===== config.mk =====
export PLATFORM = sky130hd
export DESIGN_NAME = dac_cfg_regs
export DESIGN_NICKNAME = d
export VERILOG_FILES = /design/src/rtl/dac_cfg_pkg.sv /design/src/rtl/dac_cfg_decode.sv /design/src/rtl/dac_cfg_pulse.sv /design/src/rtl/dac_cfg_sticky.sv /design/src/rtl/dac_cfg_regs.sv
export SDC_FILE = /design/constraint.sdc
export NUM_CORES = 1
export LEC_CHECK = 0
export BUFFER_PORTS_ARGS = -buffer_cell sky130_fd_sc_hd__buf_2
export CAP_MARGIN = 20
export CORE_ASPECT_RATIO = 0.7
export CORE_UTILIZATION = 42
export DETAILED_ROUTE_END_ITERATION = 8
export PLACE_DENSITY = 0.84
export SLEW_MARGIN = 20
export SYNTH_ARGS = -nofsm -noshare
export SYNTH_HDL_FRONTEND = slang
export SYNTH_SLANG_ARGS = --single-unit

===== constraint.sdc =====
create_clock -name clk_i -period 1.6 [get_ports clk_i]
set_clock_uncertainty 0.05 [all_clocks]
set_input_delay 0.08 -clock clk_i [delete_from_list [all_inputs] [get_ports clk_i]]
set_output_delay 0.08 -clock clk_i [all_outputs]
set_load 0.1 [all_outputs]

===== src/rtl/dac_cfg_pkg.sv =====
package dac_cfg_pkg;
  localparam int unsigned ADDR_W = 8;
  localparam int unsigned DATA_W = 32;

  localparam logic [ADDR_W-1:0] A_RST   = 8'h10;
  localparam logic [ADDR_W-1:0] A_CFG   = 8'h12;
  localparam logic [ADDR_W-1:0] A_RATE  = 8'h13;
  localparam logic [ADDR_W-1:0] A_FRAME = 8'h14;
  localparam logic [ADDR_W-1:0] A_FLAGS = 8'h22;

  typedef enum int unsigned {
    S_RST   = 0,
    S_CFG   = 1,
    S_RATE  = 2,
    S_FRAME = 3,
    S_FLAGS = 4
  } sel_e;

  localparam int unsigned N_SEL = 5;
endpackage


===== src/rtl/dac_cfg_decode.sv =====
module dac_cfg_decode
  import dac_cfg_pkg::*;
(
  input  logic [ADDR_W-1:0] addr_i,
  output logic [N_SEL-1:0]  sel_o
);
  always_comb begin
    sel_o = '0;
    case (addr_i)
      A_RST:   sel_o[S_RST]   = 1'b1;
      A_CFG:   sel_o[S_CFG]   = 1'b1;
      A_RATE:  sel_o[S_RATE]  = 1'b1;
      A_FRAME: sel_o[S_FRAME] = 1'b1;
      A_FLAGS: sel_o[S_FLAGS] = 1'b1;
      default: sel_o = '0;
    endcase
  end


  always_comb begin
    sel_onehot_chk: assert ($onehot0(sel_o));
  end
endmodule


===== src/rtl/dac_cfg_pulse.sv =====
module dac_cfg_pulse (
  input  logic clk_i,
  input  logic rst_ni,
  input  logic fire_i,
  output logic pulse_o
);
  always_ff @(posedge clk_i or negedge rst_ni) begin
    if (!rst_ni) pulse_o <= 1'b0;
    else         pulse_o <= fire_i;
  end


  pulse_follow_chk: assert property (@(posedge clk_i) disable iff (!rst_ni)
    fire_i |=> pulse_o);

  pulse_selfclr_chk: assert property (@(posedge clk_i) disable iff (!rst_ni)
    !fire_i |=> !pulse_o);
endmodule


===== src/rtl/dac_cfg_sticky.sv =====
module dac_cfg_sticky (
  input  logic clk_i,
  input  logic rst_ni,
  input  logic set_i,
  input  logic clr_i,
  output logic flag_o
);
  // set has priority over clear
  always_ff @(posedge clk_i or negedge rst_ni) begin
    if (!rst_ni)    flag_o <= 1'b0;
    else if (set_i) flag_o <= 1'b1;
    else if (clr_i) flag_o <= 1'b0;
  end


  set_wins_chk: assert property (@(posedge clk_i) disable iff (!rst_ni)
    set_i |=> flag_o);

  clear_chk: assert property (@(posedge clk_i) disable iff (!rst_ni)
    (clr_i && !set_i) |=> !flag_o);

  hold_chk: assert property (@(posedge clk_i) disable iff (!rst_ni)
    (!clr_i && !set_i) |=> $stable(flag_o));
endmodule


===== src/rtl/dac_cfg_regs.sv =====
module dac_cfg_regs
  import dac_cfg_pkg::*;
#(
  parameter int unsigned LANE_W  = 5,
  parameter int unsigned RATE_W  = 8,
  parameter int unsigned N_FLAGS = 2
) (
  input  logic              clk_i,
  input  logic              rst_ni,
  input  logic              wr_en_i,
  input  logic [ADDR_W-1:0] addr_i,
  input  logic [DATA_W-1:0] wdata_i,
  output logic [DATA_W-1:0] rdata_o,
  input  logic              ovf_evt_i,
  input  logic              unf_evt_i,
  output logic              core_rst_n_o,
  output logic              clkmgr_rst_n_o,
  output logic              clk_en_o,
  output logic              sdr_mode_o,
  output logic [LANE_W-1:0] lane_count_o,
  output logic              par_odd_o,
  output logic              par_en_o,
  output logic              single_chan_o,
  output logic              offset_bin_o,
  output logic [RATE_W-1:0] rate_o,
  output logic              frame_pulse_o
);
  localparam int unsigned LANE_LSB = 8;
  localparam int unsigned LANE_MSB = LANE_LSB + LANE_W - 1;

  logic [N_SEL-1:0]   sel;
  logic [N_SEL-1:0]   wsel;
  logic               ce_n_q;
  logic [N_FLAGS-1:0] flag_evt;
  logic [N_FLAGS-1:0] flag_q;
  logic               unused_wdata;

  assign unused_wdata = ^{wdata_i[DATA_W-1:17], wdata_i[15:LANE_MSB+1], wdata_i[3:0]};

  dac_cfg_decode u_dec (.addr_i(addr_i), .sel_o(sel));
  assign wsel = wr_en_i ? sel : '0;

  always_ff @(posedge clk_i or negedge rst_ni) begin
    if (!rst_ni) begin
      core_rst_n_o   <= 1'b0;
      clkmgr_rst_n_o <= 1'b0;
      ce_n_q         <= 1'b0;
      sdr_mode_o     <= 1'b0;
      lane_count_o   <= '0;
      par_odd_o      <= 1'b0;
      par_en_o       <= 1'b0;
      single_chan_o  <= 1'b0;
      offset_bin_o   <= 1'b0;
      rate_o         <= '0;
    end else begin
      if (wsel[S_RST]) begin
        core_rst_n_o   <= wdata_i[0];
        clkmgr_rst_n_o <= wdata_i[1];
        ce_n_q         <= wdata_i[2];
      end
      if (wsel[S_CFG]) begin
        sdr_mode_o    <= wdata_i[16];
        lane_count_o  <= wdata_i[LANE_MSB:LANE_LSB];
        par_odd_o     <= wdata_i[7];
        par_en_o      <= wdata_i[6];
        single_chan_o <= wdata_i[5];
        offset_bin_o  <= wdata_i[4];
      end
      if (wsel[S_RATE]) rate_o <= wdata_i[RATE_W-1:0];
    end
  end

  assign clk_en_o = ~ce_n_q;

  dac_cfg_pulse u_frame (
    .clk_i  (clk_i),
    .rst_ni (rst_ni),
    .fire_i (wsel[S_FRAME] & wdata_i[0]),
    .pulse_o(frame_pulse_o)
  );

  // bit 1 overflow, bit 0 underflow
  assign flag_evt = {ovf_evt_i, unf_evt_i};

  for (genvar g = 0; g < N_FLAGS; g++) begin : g_flag
    dac_cfg_sticky u_flag (
      .clk_i (clk_i),
      .rst_ni(rst_ni),
      .set_i (flag_evt[g]),
      .clr_i (wsel[S_FLAGS] & wdata_i[g]),
      .flag_o(flag_q[g])
    );
  end

  always_comb begin
    rdata_o = '0;
    unique case (1'b1)
      sel[S_RST]: rdata_o[2:0] = {ce_n_q, clkmgr_rst_n_o, core_rst_n_o};
      sel[S_CFG]: begin
        rdata_o[16]                = sdr_mode_o;
        rdata_o[LANE_MSB:LANE_LSB] = lane_count_o;
        rdata_o[7:4]               = {par_odd_o, par_en_o, single_chan_o, offset_bin_o};
      end
      sel[S_RATE]:  rdata_o[RATE_W-1:0]  = rate_o;
      sel[S_FRAME]: rdata_o[0]           = frame_pulse_o;
      sel[S_FLAGS]: rdata_o[N_FLAGS-1:0] = flag_q;
      default:      rdata_o = '0;
    endcase
  end


  rst_write_chk: assert property (@(posedge clk_i) disable iff (!rst_ni)
    wsel[S_RST] |=> (core_rst_n_o == $past(wdata_i[0])) && (clkmgr_rst_n_o == $past(wdata_i[1])));

  ce_write_chk: assert property (@(posedge clk_i) disable iff (!rst_ni)
    wsel[S_RST] |=> (clk_en_o != $past(wdata_i[2])));

  rate_hold_chk: assert property (@(posedge clk_i) disable iff (!rst_ni)
    !wsel[S_RATE] |=> $stable(rate_o));

  always_comb begin
    if (sel[S_CFG]) cfg_reserved_chk: assert (rdata_o[3:0] == 4'b0);
  end
endmodule


* Word-level counts from Yosys, hierarchy flattened
Index checks and enable logic that the tools add are counted.
** Word-level totals
- Bits in registers :: 24
- Output and inout port bits :: 54
** Operators by class
- Equality and inequality tests :: 5
- Multiplexer cells :: 17
- Bitwise logic cells :: 4
- Reductions and logical operators :: 2
** Operators with widths (number)
- equality test 8 x 5 -> 1 bit (second input constant) :: 4
- two-way mux 1 bit :: 11
- two-way mux 5 bit :: 2
- equality test 8 x 6 -> 1 bit (second input constant) :: 1
- one-hot mux 4 bit (2 select lines) :: 1
- one-hot mux 1 bit (4 select lines) :: 1
- nonzero test 2 bit :: 2
- bitwise AND 1 bit :: 3
- one-hot mux 1 bit (3 select lines) :: 1
- one-hot mux 1 bit (2 select lines) :: 1
- NOT 1 bit :: 1

* Depth between registers and ports, before layout
- Depth after elaboration :: 6
- Mapped depth :: 4
- Gate-level depth less buffers :: 3

* Hierarchy
Synthesis repeated with hierarchy kept, for this count alone.
** Second synthesis, totals
- Cells, all modules :: 105
- Area total of the unflattened synthesis :: 1248.7 µm²
** By module, submodules not included
- dac_cfg_regs :: times used 1, cells each 87, area each 1074.8 µm², seq. area each 525.5 µm²
- dac_cfg_decode :: times used 1, cells each 11, area each 76.3 µm², seq. area each 0.0 µm²
- dac_cfg_sticky :: times used 2, cells each 3, area each 36.3 µm², seq. area each 25.0 µm²
- dac_cfg_pulse :: times used 1, cells each 1, area each 25.0 µm², seq. area each 25.0 µm²

* Worst setup path after synthesis
OpenSTA, ideal clock, no wires.
- Path type :: reg2out
- Start point :: register rate_o[0]
- End point :: output rdata_o[0]
- Data arrival time :: 2.624 ns
- Data required time :: 1.470 ns
- Slack :: -1.154 ns
- Stages on the path, launching flop included :: 3
- Buffers on the path :: 0
- Path through :: dfrtp_1 > a22oi_1 > o211ai_1
** Between the ends
- Cells in the longest elaborated chain, start to end :: 1
** RTL lines
- start: declaration :: line dac_cfg_regs.sv:25 : output logic [RATE_W-1:0] rate_o,
- start signal: assignment :: line dac_cfg_regs.sv:69 : if (wsel[S_RATE]) rate_o <= wdata_i[RATE_W-1:0];
- one-hot mux 1 bit (4 select lines) :: line dac_cfg_regs.sv:97 : unique case (1'b1)
- end: declaration :: line dac_cfg_regs.sv:13 : output logic [DATA_W-1:0] rdata_o,
Every way passes these cells.

* Worst setup path after layout
- Start point :: input addr_i[5]
- End point :: output rdata_o[6]
** Between the ends
- Cells in the longest elaborated chain, start to end :: 3
- Elaborated cells on any way between the ends :: 5
- Classes of those cells :: eq/ne (2); mux (3)
** RTL lines
- start: declaration :: line dac_cfg_regs.sv:11 : input logic [ADDR_W-1:0] addr_i,
- equality test 8 x 5 -> 1 bit :: line dac_cfg_decode.sv:9 : case (addr_i)
- two-way mux 1 bit :: line dac_cfg_decode.sv:9
- one-hot mux 4 bit (2 select lines) (*) :: line dac_cfg_regs.sv:97
Every way passes the cells marked *; elsewhere a longest branch is shown, timed or not.

==> impl_metrics.toml <==
[outcome]
outcome = "finished, final reports clean"

[setup_path]
endpoint_kind = "output port"
worst-path-max-fanout = 6
start_kind = "primary input"
worstSetupPathType = "primary input to output port"
required_ns = 1.47
arrival_ns = 1.36

[detailed_routing]
vias = 1135
drc = 0
drt_first_iter_violations = 31
drt-pass1-iter-count = 4
ant_nets = 0
wl_per_cell_microns = 16.0
viasPerCell = 5.09
totalWireLength_mm = 3.56

[floorplan]
die_h_microns = 48.3
start_util_pct = 45.0
ios = 99
core_sq_mm = 0.00286
die_w_microns = 68.2
num_rows = 16
die_area_sq_mm = 0.00329

[placed_design]
hpwl_mm = 2.54
place_inst = 207
place_ws_ns = 0.0132
numPortBuffers = 62
place_congestion = 0.747

[pwr]
pwr_density_cell_mw_per_mm2 = 832
leakagePower_uw = 0.00105
power_uw = 1720
max-vdd-ir-drop_uv = 590

[grt]
grt_pass1_vias = 1160
grt_max_degree = 25
antenna_found_initial = 0
grt_pass1_wl_mm = 5.66
gr-usage-all-layers_pct = 23.6
grt_remaining_overflow = 0

[timing]
rsz0062_at_grt = "false"
max_slew.worst_pin.slew_ns = 0.527
min_period_ns = 1.49
slew_headroom_pct = 64.8
tns_ns = 0
hold_viol = 0
setup_viol = 0
slew_viol_final = 0
setup_ws_ns = 0.114
max_freq_mhz = 673
fin_crit_sh_pct = 92.9

[cts]
cts_buffers = 3
clock-sinks = 24
clockBufferDepth = 2
cts_tree = "yes"
clk_latency_ns = 0.26
cts_max_level = 1
post_cts_buffers = 0
clkTransAtPathRegs_ns = 0.09
cts_root_buf = "clkbuf_8"

[cells_and_area]
drive_gt1_share_pct = 69.5
layout.cells.non_filler = 223
fin_nets = 233
final_util_pct = 72.3
num_antenna_cells = 0
area_growth_pct = 60.8

[synth]
ys_ff_latch = 24
synthFlopType = "dfrtp_1"
synthesis.area_sq_mm = 0.00129
syn_area_per_cell_sq_um = 12.0
yosysMostFrequentCell = "dfrtp_1"
ys_warn_count = 0
ys_async_sr_fraction_pct = 100
synth_top_cell_by_area = "dfrtp_1"
ys_top_cells_by_count = "dfrtp_1, mux2_2, buf_4"
yosys.area.top_type_share_pct = 46.6
synthDistinctLibCells = 25
synth_edf_count = 0
netlist_instances = 107
ys_top_cells_by_area = "dfrtp_1, mux2_2, buf_4"
yosysSeqAreaShare_pct = 46.6

[hold_path]
holdCritPathClass = "primary input to flop"

[job]
cap_violations = 0
==> metal layers <==
layer / vias up / part of all wire (%) / wire [microns] / GRT usage (%)
met2: 53 / 56 / 2010 / 43.8
met1: 565 / 35 / 1230 / 24.7
met3: 2 / 8.7 / 308 / 8.25
met5: - / 0 / 0 / 0
li1: 515 / - / - / -
met4: 0 / 0.31 / 11 / 5.21
==> flip-flops by register name, summed over array words and instances, names as in the netlist <==
register              cells
g_flag.u_flag.flag_o      2
par_odd_o                 1
core_rst_n_o              1
ce_n_q                    1
sdr_mode_o                1
u_frame.pulse_o           1
rate_o                    8
par_en_o                  1
clkmgr_rst_n_o            1
lane_count_o              5
offset_bin_o              1
single_chan_o             1
==> layout make-up <==
| class | count | area, sq um |
|---|---|---|
| fillers | 175 | 792 |
| repair buffers | 80 | 686 |
| multi-input cells | 78 | 636 |
| flip-flops and latches | 24 | 629 |
| well taps | 36 | 45.0 |
| clock buffers | 3 | 41.3 |
| clock inverters | 1 | 30.0 |
| inverters | 1 | 3.75 |
==> repair_timing <==
action,4_1_cts,5_1_grt
setup endpoints to repair,0,6
gates resized for setup,0,1
hold buffers,12,0
hold endpoints to repair,35,0
==> critical path, cell delays in order <==
cell	delay, ns
buf_2	0.12
nor4b_4	0.37
buf_4	0.20
and2_1	0.21
a22o_2	0.20
buf_12	0.17
==> cell families after synthesis <==
| kind of cell | count (synthesis) | share of synthesized area [%] |
|---|---|---|
| buffers and inverters | 22 | 11.7 |
| other | 1 | 0.291 |
| AND/OR/NAND/NOR | 29 | 16.6 |
| multiplexers | 21 | 18.4 |
| AO/OA/AOI/OAI | 10 | 6.41 |
| flip-flops | 24 | 46.6 |
==> through the flow <==
step / instance area [sq um] / hold slack, ns
final: 2070 / 0.0129
after global routing: 2070 / 0.0110
after CTS: 2070 / 0.00456
after detailed placement: 1880 / 0.0422
after global placement: 1880 / 0.0233
after floorplan: 1420 / -0.266
==> report_power, final <==
group / total [uW] / switching (uW) / internal, uW
clock network: 530 / 195 / 334
registers: 656 / 19.7 / 636
logic: 538 / 446 / 91.8
==> placed cells by master (no fill, tap or decap) <==
cell,instances
nor4b_2,1
nand4_1,3
nand3_1,3
a21o_1,2
buf_2,48
inv_1,1
nor2_1,2
a211o_2,1
dfrtp_1,5
dfrtp_4,2
nand3_2,1
and3_1,1
and2_2,1
nand4_2,1
buf_12,14
conb_1,18
a22o_2,4
nor4b_1,1
buf_4,6
bufinv_16,1
mux2_2,21
o2bb2ai_4,1
dlygate4sd3_1,12
nor2b_1,1
o211ai_1,1
nand2_1,1
and2_1,3
and4_1,2
dfrtp_2,17
a22oi_1,1
clkbuf_8,3
nor4b_4,1
and3_2,7
==> final timing paths <==
kind / cells past startpoint / start / end / slack, ns
hold / removal: 2 / wdata_i[4] / rate_o[4] / 0.01
setup reg to reg: 1 / rate_o[0] / rate_o[0] / 0.68
hold reg to reg: 1 / g_flag[0].u_flag.flag_o / g_flag[0].u_flag.flag_o / 0.44
max in group asynchronous: 2 / rst_ni / core_rst_n_o / 0.82
min in group asynchronous: 2 / rst_ni / rate_o[4] / 0.28
setup / recovery: 6 / addr_i[5] / rdata_o[6] / 0.11
Note: power is estimated with default switching activity, not from simulation.
